<file path="src/rtl/irq_vec_pkg.sv">
package irq_vec_pkg;
  localparam int WORD_SHIFT = 2;
  localparam int SEL_W      = 3;

  typedef enum logic [SEL_W-1:0] {
    REG_STAT   = 3'd0,
    REG_PEND   = 3'd1,
    REG_ENAB   = 3'd2,
    REG_ACK    = 3'd3,
    REG_SETEN  = 3'd4,
    REG_CLREN  = 3'd5,
    REG_VEC    = 3'd6,
    REG_MASTER = 3'd7
  } reg_sel_e;

  localparam int MST_OUT_BIT = 0;
  localparam int MST_CAP_BIT = 1;
endpackage

</file>
<file path="src/rtl/irq_rst_sync.sv">
module irq_rst_sync (
  input  logic clk,
  input  logic rst_n,
  output logic srst_n
);
  logic [1:0] sync_q;

  always_ff @(posedge clk or negedge rst_n) begin
    if (!rst_n) sync_q <= 2'b00;
    else        sync_q <= {sync_q[0], 1'b1};
  end

  assign srst_n = sync_q[1];
endmodule

</file>
<file path="src/rtl/irq_capture.sv">
module irq_capture #(
  parameter int                 NUM_SRC   = 32,
  parameter logic [NUM_SRC-1:0] EDGE_MASK = '0
) (
  input  logic               clk,
  input  logic               rst_n,
  input  logic               cap_en,
  input  logic [NUM_SRC-1:0] irq_in,
  output logic [NUM_SRC-1:0] hw_set
);
  logic [NUM_SRC-1:0] prev_q;
  logic [NUM_SRC-1:0] prev_n;
  logic [NUM_SRC-1:0] raw_set;

  always_comb begin
    prev_n  = irq_in;
    // level sources pass straight through, edge sources need a low previous sample
    raw_set = irq_in & ~(prev_q & EDGE_MASK);
    hw_set  = cap_en ? raw_set : '0;
  end

  always_ff @(posedge clk or negedge rst_n) begin
    if (!rst_n) prev_q <= '0;
    else        prev_q <= prev_n;
  end
endmodule

</file>
<file path="src/rtl/irq_prio_enc.sv">
module irq_prio_enc #(
  parameter int NUM_SRC = 32,
  parameter int DATA_W  = 32
) (
  input  logic [NUM_SRC-1:0] pend,
  output logic [DATA_W-1:0]  vec,
  output logic               any
);
  always_comb begin
    vec = '1;
    for (int i = NUM_SRC - 1; i >= 0; i--) begin
      if (pend[i]) vec = DATA_W'(i);
    end
    any = |pend;
  end
endmodule

</file>
<file path="src/rtl/irq_regs.sv">
module irq_regs
  import irq_vec_pkg::*;
#(
  parameter int NUM_SRC = 32,
  parameter int DATA_W  = 32
) (
  input  logic               clk,
  input  logic               rst_n,
  input  logic [SEL_W-1:0]   word_sel,
  input  logic [DATA_W-1:0]  wdata,
  input  logic               we,
  input  logic [NUM_SRC-1:0] hw_set,
  input  logic [DATA_W-1:0]  vec,
  output logic [NUM_SRC-1:0] status,
  output logic [NUM_SRC-1:0] enable,
  output logic [1:0]         master,
  output logic [NUM_SRC-1:0] pend,
  output logic [DATA_W-1:0]  rdata
);
  reg_sel_e           sel;
  logic [NUM_SRC-1:0] wbits;
  logic [NUM_SRC-1:0] status_n;
  logic [NUM_SRC-1:0] enable_n;
  logic [1:0]         master_n;
  logic [DATA_W-1:0]  rdata_n;
  logic               status_en;
  logic               enable_en;
  logic               master_en;
  logic               wr_stat;
  logic               wr_ack;

  assign sel   = reg_sel_e'(word_sel);
  assign wbits = wbits_of(wdata);
  assign pend  = status & enable;

  function automatic logic [NUM_SRC-1:0] wbits_of(input logic [DATA_W-1:0] d);
    return d[NUM_SRC-1:0];
  endfunction

  function automatic logic [DATA_W-1:0] widen(input logic [NUM_SRC-1:0] v);
    logic [DATA_W-1:0] r;
    r = '0;
    r[NUM_SRC-1:0] = v;
    return r;
  endfunction

  // status: software write while capture is off, acknowledge clears, capture sets last
  always_comb begin
    wr_stat  = we && (sel == REG_STAT) && !master[MST_CAP_BIT];
    wr_ack   = we && (sel == REG_ACK);
    status_n = status;
    if (wr_stat) status_n = wbits;
    if (wr_ack)  status_n = status_n & ~wbits;
    status_n  = status_n | hw_set;
    status_en = wr_stat || wr_ack || (|hw_set);
  end

  always_comb begin
    enable_n  = enable;
    enable_en = 1'b0;
    if (we && sel == REG_SETEN) begin
      enable_n  = enable | wbits;
      enable_en = 1'b1;
    end else if (we && sel == REG_CLREN) begin
      enable_n  = enable & ~wbits;
      enable_en = 1'b1;
    end
  end

  always_comb begin
    master_en = we && (sel == REG_MASTER);
    master_n  = wdata[1:0];
  end

  always_comb begin
    unique case (sel)
      REG_STAT:   rdata_n = widen(status);
      REG_PEND:   rdata_n = widen(pend);
      REG_ENAB:   rdata_n = widen(enable);
      REG_VEC:    rdata_n = vec;
      REG_MASTER: rdata_n = DATA_W'(master);
      default:    rdata_n = '0;
    endcase
  end

  always_ff @(posedge clk or negedge rst_n) begin
    if (!rst_n)         status <= '0;
    else if (status_en) status <= status_n;
  end

  always_ff @(posedge clk or negedge rst_n) begin
    if (!rst_n)         enable <= '0;
    else if (enable_en) enable <= enable_n;
  end

  always_ff @(posedge clk or negedge rst_n) begin
    if (!rst_n)         master <= 2'b00;
    else if (master_en) master <= master_n;
  end

  always_ff @(posedge clk or negedge rst_n) begin
    if (!rst_n) rdata <= '0;
    else        rdata <= rdata_n;
  end
endmodule

</file>
<file path="src/rtl/irq_vec_ctrl.sv">
module irq_vec_ctrl
  import irq_vec_pkg::*;
#(
  parameter int                 NUM_SRC   = 32,
  parameter int                 DATA_W    = 32,
  parameter int                 ADDR_W    = 5,
  parameter logic [NUM_SRC-1:0] EDGE_MASK = '0
) (
  input  logic               clk,
  input  logic               rst_n,
  input  logic [ADDR_W-1:0]  addr,
  input  logic [DATA_W-1:0]  wdata,
  input  logic               we,
  output logic [DATA_W-1:0]  rdata,
  input  logic [NUM_SRC-1:0] irq_in,
  output logic               irq_out
);
  logic               srst_n;
  logic [SEL_W-1:0]   word_sel;
  logic [NUM_SRC-1:0] hw_set;
  logic [NUM_SRC-1:0] status;
  logic [NUM_SRC-1:0] enable;
  logic [NUM_SRC-1:0] pend;
  logic [1:0]         master;
  logic [DATA_W-1:0]  vec;
  logic               any_pend;

  assign word_sel = SEL_W'(addr >> WORD_SHIFT);

  irq_rst_sync u_rst (
    .clk    (clk),
    .rst_n  (rst_n),
    .srst_n (srst_n)
  );

  irq_capture #(
    .NUM_SRC   (NUM_SRC),
    .EDGE_MASK (EDGE_MASK)
  ) u_cap (
    .clk    (clk),
    .rst_n  (srst_n),
    .cap_en (master[MST_CAP_BIT]),
    .irq_in (irq_in),
    .hw_set (hw_set)
  );

  irq_regs #(
    .NUM_SRC (NUM_SRC),
    .DATA_W  (DATA_W)
  ) u_regs (
    .clk      (clk),
    .rst_n    (srst_n),
    .word_sel (word_sel),
    .wdata    (wdata),
    .we       (we),
    .hw_set   (hw_set),
    .vec      (vec),
    .status   (status),
    .enable   (enable),
    .master   (master),
    .pend     (pend),
    .rdata    (rdata)
  );

  irq_prio_enc #(
    .NUM_SRC (NUM_SRC),
    .DATA_W  (DATA_W)
  ) u_enc (
    .pend (pend),
    .vec  (vec),
    .any  (any_pend)
  );

  assign irq_out = master[MST_OUT_BIT] & any_pend;
endmodule

</file>
<file path="config.mk">
export PLATFORM = sky130hd
export DESIGN_NAME = irq_vec_ctrl
export DESIGN_NICKNAME = d
export VERILOG_FILES = /design/src/rtl/irq_vec_pkg.sv /design/src/rtl/irq_rst_sync.sv /design/src/rtl/irq_capture.sv /design/src/rtl/irq_prio_enc.sv /design/src/rtl/irq_regs.sv /design/src/rtl/irq_vec_ctrl.sv
export SDC_FILE = /design/constraint.sdc
export NUM_CORES = 1
export LEC_CHECK = 0
export BUFFER_PORTS_ARGS = -buffer_cell sky130_fd_sc_hd__clkbuf_2
export CELL_PAD_IN_SITES_DETAIL_PLACEMENT = 0
export CELL_PAD_IN_SITES_GLOBAL_PLACEMENT = 1
export CORE_ASPECT_RATIO = 0.5
export CORE_UTILIZATION = 42
export DETAILED_ROUTE_END_ITERATION = 12
export PLACE_DENSITY_LB_ADDON = 0.1
export SYNTH_ARGS = -nofsm -noshare
export SYNTH_HDL_FRONTEND = slang
export SYNTH_SLANG_ARGS = --single-unit
export TNS_END_PERCENT = 30
</file>
<file path="constraint.sdc">
create_clock -name clk -period 3.46 [get_ports clk]
set_input_delay 0.346 -clock clk [delete_from_list [all_inputs] [get_ports clk]]
set_output_delay 0.346 -clock clk [all_outputs]
set_load 0.1 [all_outputs]
</file>
* Word level (Yosys, flattened, before mapping)
Cells that the tools add are included.
** Operators by class
- Add/sub/neg operators :: 0
- Multipliers :: 0
- Divide/modulo/power cells :: 0
- Magnitude comparators :: 0
- Eq/ne operators :: 7
- Shifts and indexed selects :: 0
- Muxes and demuxes :: 40
- Bitwise operators :: 7
- Reductions and logical operators :: 14
** Operator list (count)
- 32-bit 2-to-1 mux :: 37
- 32-bit one-hot mux with 5 select lines :: 1
- 32-bit bitwise AND :: 3
- 32-bit OR :: 2
- 32-bit OR reduction :: 2
- 32-bit NOT :: 1
- 3-bit == test, second input constant :: 4
- 3-bit by 2-bit == test with 1-bit output, second input constant :: 2
- 1-bit logical AND :: 6
- 3-bit by 1-bit == test with 1-bit output, second input constant :: 1
- 3-bit zero test :: 1
- 1-bit logical OR :: 2
- 1-bit 2-to-1 mux :: 2
- 2-bit AND reduction :: 1
- 2-bit nonzero test :: 1
- 1-bit bitwise AND :: 1
- 1-bit zero test :: 1
** Word-level totals
- Register bits after elaboration :: 100
- Latch bits :: 0
- Bits in writable memories :: 0
- ROM bits :: 0
- Input bits :: 72
- Output and inout port bits :: 33
- Word-level logic and storage cells :: 73
- Memories :: 0

* Depth between registers and ports, before layout
Gate-level depths: netlist of the first run.
- Word-level depth :: 34
- Gate-level depth with buffers :: 8

* Cells and area by module
A second synthesis of the first run with hierarchy kept.
** Second synthesis, totals
- Cells, all modules :: 615
- Area total of the unflattened synthesis :: 5814.3 um^2
** Modules (own cells, without submodules)
- irq_regs :: instances 1, cells each 483, area each 4934.7 um^2, sequential area each 2452.4 um^2
- irq_prio_enc :: instances 1, cells each 93, area each 564.3 um^2, sequential area each 0.0 um^2
- irq_capture :: instances 1, cells each 35, area each 255.2 um^2, sequential area each 0.0 um^2
- irq_rst_sync :: instances 1, cells each 3, area each 53.8 um^2, sequential area each 50.0 um^2
- irq_vec_ctrl :: instances 1, cells each 1, area each 6.3 um^2, sequential area each 0.0 um^2

* Worst setup path before layout of the first run
No wires, ideal clock.
- Kind :: register -> output
- Start :: register u_regs.status[21]
- End :: output irq_out
- Arrival time :: 2.912 ns
- Required time :: 3.114 ns
- Slack :: 0.202 ns
- Stages on the path, launching flop included :: 5
- Buffers on the path :: 0
- Cells stage by stage :: dfrtp_1 a22oi_1 nand4_1 nor4_4 a21boi_0
** Between the ends
- Longest elaborated chain between the ends :: 3
** RTL lines
- from (decl) :: line irq_regs.sv:14 : output logic [NUM_SRC-1:0] status,
- from (signal assigned) :: line irq_regs.sv:88 : else if (status_en) status <= status_n;
- 32-bit bitwise AND :: line irq_regs.sv:34 : assign pend = status & enable;
- 32-bit OR reduction :: line irq_prio_enc.sv:14 : any = |pend;
- 1-bit bitwise AND :: line irq_vec_ctrl.sv:74 : assign irq_out = master[MST_OUT_BIT] & any_pend;
- to (decl) :: line irq_vec_ctrl.sv:16 : output logic irq_out
No other way between the ends.

* Worst setup path after layout of the first run
- Start :: register u_regs.status[17]
- End :: output irq_out
The elaborated chain is that of the path after synthesis.

==> impl_metrics.toml, run 1 <==
[status]
status = "finished, final reports clean"

[floorplan]
die_w_um = 158
rows = 28
dieArea_mm2 = 0.0127
start_util_pct = 43.2
ioPinCount = 105
core_area_mm2 = 0.0119
die_y_um = 80.2

[placement]
pre_cts_ws_ps = 1210
io_buffers = 102
dp_cells = 795
dp_hpwl_um = 9760
placed_cell_area_mm2 = 0.00580
gp_congestion = 0.786

[critical_path]
cp-start-kind = "flop"
worstSetupEndpointType = "output port"
critPathMaxFanout = 4
crit_path_start = "u_regs.status[17]"
rr_startpoint = "u_regs.status[17]"
critical_path_class = "flop to output port"
arrival_ps = 2290
cp.required_ps = 3110

[timing]
min_period_ps = 2630
hold_violations = 0
setup_viol = 0
rsz0062_at_grt = "false"
finClkSkew_ps = 9.78
holdWs_ps = 234
drv_slew = 0
fmax_mhz = 380
setup_slack_ps = 826
worst_pin_slew_ps = 734
period_share_pct = 76.1
slew-limit-headroom_pct = 51.1
final.setup.tns_ps = 0

[power_and_ir_drop]
finalPower_mw = 3.89
switching_power_mw = 1.56
p_clk_share_pct = 26.5
pwr-share-seq_pct = 42.0
ir_drop_mv = 0.247
leakage_nw = 2.81
cellPowerDensity_mw_per_mm2 = 637
p_int_mw = 2.33
swShare_pct = 40.1
comb_power_share_pct = 31.5

[synth]
post_synth_num_cell_types = 47
syn_area_per_cell_um2 = 9.30
async_flop_share_pct = 100
synth-edff-count = 0
syn_area_mm2 = 0.00513
syn-num-nets = 624
ys_warn_count = 0
synth_seq_cells = 100
synthFlopType = "dfrtp_1"
synth_seq_area_share_pct = 48.7
syn_inst = 552

[finish]
final_cell_mix = "131 x nand2_1, 102 x clkbuf_2, 99 x dfrtp_1"
n_fill_cell = 1162
fin_nets = 714
final_layout_size_suffix_gt1_share_pct = 23.0
instances_no_fill = 812
antenna_cells = 0
utilization_pct = 51.4
final_common_cell = "nand2_1"
final_area_mm2 = 0.00610
area_delta_synth_final_pct = 18.9

[route]
via_per_inst = 5.54
vias = 4497
first_iter_violations = 326
wirelength_um = 14100
first_pass_iters = 5
drc = 0
wl_per_cell_um = 17.4
ant_nets = 0

[flow_run]
drv_cap = 0

[grt]
grt_max_degree = 69
grt_overflow_total = 0
grt_pass1_wl_um = 23100
grt_usage_pct = 24.0
grt_pass1_vias = 4268
antenna_found_initial = 0

[clocking]
htree_num_levels = 3
cts_tree = "built"
path_clk_slew_ps = 80
cts_resized = 0
cts_max_path_buffers = 2
worst_skew_pair.late_latency_ps = 340
cts_sinks = 100
post_cts_buffers = 0
clockRootBuffer = "clkbuf_16"
numCtsBuffers = 9

[hold_path]
hp-class = "input pin to flop"
worstHoldStart = "irq_in[24]"
[synth_stat cells (all sizes together) (2+ instances only)]
library cell  instances  area, µm²
dfrtp               100       2500
a32oi                16        140
a31oi                21        131
buf                  20        111
a32o                  2       20.0
o22a                 12        105
mux2                  2       22.5
nand3                39        195
and3                  3       18.8
inv                   2       7.51
nor2                  9       33.8
and2b                 2       16.3
clkbuf               19       71.3
nand4                 4       55.1
o21ai                49        253
nand2b               14       87.6
a21oi                19       95.1
nor4                  2       33.8
o22ai                 3       18.8
a22oi                47        399
mux2i                19        190
nand2               131        492
a221o                 2       20.0
[cell families after synthesis]
kind of cell    share of synthesized area (%)
mux                                      4.14
simple gates                             18.6
other cells                            0.0730
buf+inv                                  3.70
compound gates                           24.7
flops                                    48.7
[worst max-delay path: stages (launching register included)]
cell,delay [ps]
dfrtp_1,410
a22oi_1,400
nand4_1,290
nor4_4,270
a21boi_0,170
clkbuf_2,400
[area by class of cell]
| cell class | instances | area [µm²] | area share [%] |
|---|---|---|---|
| Clock buffer | 9 | 225 | 3.69 |
| Clock inverter | 7 | 73.8 | 1.21 |
| Inverter | 2 | 7.51 | 0.123 |
| Multi-Input combinational cell | 411 | 2450 | 40.2 |
| Sequential cell | 100 | 2510 | 41.1 |
| Tap cell | 165 | 206 | 3.38 |
| Timing Repair Buffer | 118 | 633 | 10.4 |
[layer usage]
metal / routed length (µm) / global-route usage (%) / share of wire [%] / up-vias
met1: 7270 / 36.1 / 52 / 2164
met4: 44 / 2.88 / 0.31 / 0
met5: 0 / 0 / 0 / -
met3: 647 / 4.64 / 4.6 / 4
met2: 6140 / 36.3 / 44 / 116
li1: - / - / - / 2213
[path summary, 6_finish.rpt]
path,to,slack [ps],cells after the start
setup / recovery,irq_out,830,5
hold / removal,u_regs.status[24],230,3
setup reg to reg,u_regs.rdata[21],1250,5
hold reg to reg,u_regs.status[25],340,0
max in group asynchronous,u_regs.status[9],2310,1
min in group asynchronous,u_rst.sync_q[1],320,2
[power groups by stage]
stage	clock network [mW]	logic, mW	registers [mW]
floorplan	0	0.599	1.95
global placement	0	1.21	1.65
detailed placement	0	1.23	1.65
CTS	1.05	1.23	1.63
global route	1.10	1.35	1.67
finish	1.03	1.23	1.63
[repair_timing]
action | in CTS | in global routing
setup endpoints to repair | 0 | 0
hold buffers | 1 | 0
endpoints found under the hold margin | 2 | 0
(Power assumes the default switching activity.)
==> run 2: changes to the inputs <==
Settings changed: CORE_UTILIZATION 42 to 38.
Clock period 3.46 ns to 2.4 ns, I/O delays scaled along.
==> run 2 against run 1 <==
  * The flow now finishes with violations (design-rule violations)
  * Register-to-register slack lost 710 ps
  * First-iteration DRC count shrank 17%
  * Via count grew 1.9%
  * Die area grew 10%
  * Cell count grew 1.7%
  * Largest cell class unchanged
==> impl_metrics.toml, run 2 (synthesis gave the netlist of run 1 again) <==
[floorplan]
die_w_um = 166
core_area_mm2 = 0.0129
ioPinCount = 105
rows = 29
die_y_um = 84.2
dieArea_mm2 = 0.0140
start_util_pct = 39.7

[power_and_ir_drop]
ir_drop_mv = 0.318
cellPowerDensity_mw_per_mm2 = 908
leakage_nw = 2.86

[timing]
min_period_ps = 2290
finClkSkew_ps = 9.22
slew-limit-headroom_pct = 61.0
period_share_pct = 95.6
final.setup.tns_ps = 0
fmax_mhz = 436
setup_viol = 0
worst_pin_slew_ps = 585
rsz0062_at_grt = "false"
drv_slew = 0
hold_violations = 0

[clocking]
numCtsBuffers = 9
worst_skew_pair.late_latency_ps = 350
cts_max_path_buffers = 2
clockRootBuffer = "clkbuf_16"
cts_tree = "built"
cts_sinks = 100
path_clk_slew_ps = 70
htree_num_levels = 3

[route]
wl_per_cell_um = 18.0
wirelength_um = 14900
ant_nets = 0
first_iter_violations = 270
drc = 6
vias = 4582
first_pass_iters = 9
via_per_inst = 5.55

[placement]
dp_hpwl_um = 10400
io_buffers = 102
gp_congestion = 0.802

[grt]
grt_overflow_total = 0
grt_pass1_wl_um = 23600
grt_max_degree = 46
antenna_found_initial = 0
grt_pass1_vias = 4330
grt_usage_pct = 21.9

[critical_path]
crit_buf_inv = 1
cp.required_ps = 2160
regToRegSetupSlack_ps = 540
crit_chain = "a22oi_2, nand4_4, nor4_4, a21boi_1, clkbuf_4"
r2r-end = "u_regs.rdata[11]"
critical_path_class = "flop to output port"
crit_path_top_delay_cell = "dfrtp_1"
worstSetupEndpointType = "output port"
worstSetupPathDepth = 5
crit_family = "simple AND/OR/NAND/NOR gates"
critPathMaxFanout = 4
arrival_ps = 2050
worst_path_largest_cell_delay_ps = 420
r2r_cells = 6
rr_startpoint = "u_regs.status[14]"
cp-start-kind = "flop"

[hold_path]
hold_path_depth = 2
worstHoldStart = "wdata[12]"
hp-class = "input pin to flop"

[status]
violations = "design-rule violations"
status = "finished with violations"

[finish]
final_layout_size_suffix_gt1_share_pct = 25.0
final_common_cell = "nand2_1"
utilization_pct = 48.2
final_cell_mix = "131 x nand2_1, 101 x clkbuf_2, 99 x dfrtp_1"
antenna_cells = 0
area_delta_synth_final_pct = 21.2
fin_nets = 723

[flow_run]
drv_cap = 0
-- run 2: changes by cell type in the layout (fill, tap and decap cells not counted), sizes merged --
| cell | delta |
|---|---|
| clkinv | +1 |
| inv | -1 |
| clkinvlp | -1 |
| clkbuf | +2 |
| buf | +9 |
| bufinv | -1 |
-- run 2: per-layer routing --
| metal | wire, µm | global-route usage [%] | up-vias |
|---|---|---|---|
| met5 | 0 | 0 | - |
| met4 | 97 | 4.55 | 0 |
| li1 | - | - | 2225 |
| met3 | 748 | 5.28 | 8 |
| met2 | 6440 | 33.2 | 117 |
| met1 | 7600 | 31.8 | 2232 |
-- run 2: cell type report --
class / instances / area, µm²
repair buffers: 127 / 716
multi-input cells: 411 / 2480
fillers: 1259 / 6700
inverters: 2 / 7.51
flip-flops and latches: 100 / 2510
clock inverters: 5 / 43.8
well taps: 170 / 213
clock buffers: 11 / 253
-- run 2: stage by stage --
step	worst slack, ps	total power [mW]	instance area, µm²	hold slack (ps)	cells
2_1_floorplan	-9.41	3.68	5130	-55.6	552
3_3_place_gp	337	4.16	5870	31.3	807
3_5_place_dp	333	4.19	5870	30.8	807
4_1_cts	29.2	5.65	6180	112	824
5_1_grt	6.77	5.95	6220	120	826
6_report	107	5.65	6220	121	826
-- run 2: timing repair --
action	in CTS	in global routing
endpoints found under the setup margin	1	1
gates cloned	0	0
pin swaps	0	1
buffers inserted	0	2
hold buffers	1	0
resized for setup	1	6
hold endpoints to repair	2	0
-- run 2: worst max path at each step --
stage | start | end | slack, ps
floorplan | u_regs.status[21] | irq_out | -9
global placement | flop | irq_out | 340
detailed placement | u_regs.status[23] | irq_out | 330
CTS | u_regs.status[23] | irq_out | 30
global route | u_regs.status[14] | irq_out | 7
finish | u_regs.status[14] | irq_out | 110
-- run 2: power breakdown --
group	total, mW	internal [mW]	leakage [nW]	switching [mW]
Clock	1.45	0.774	0.147	0.674
Combinational	1.83	0.591	1.53	1.24
Sequential	2.37	2.00	1.18	0.370
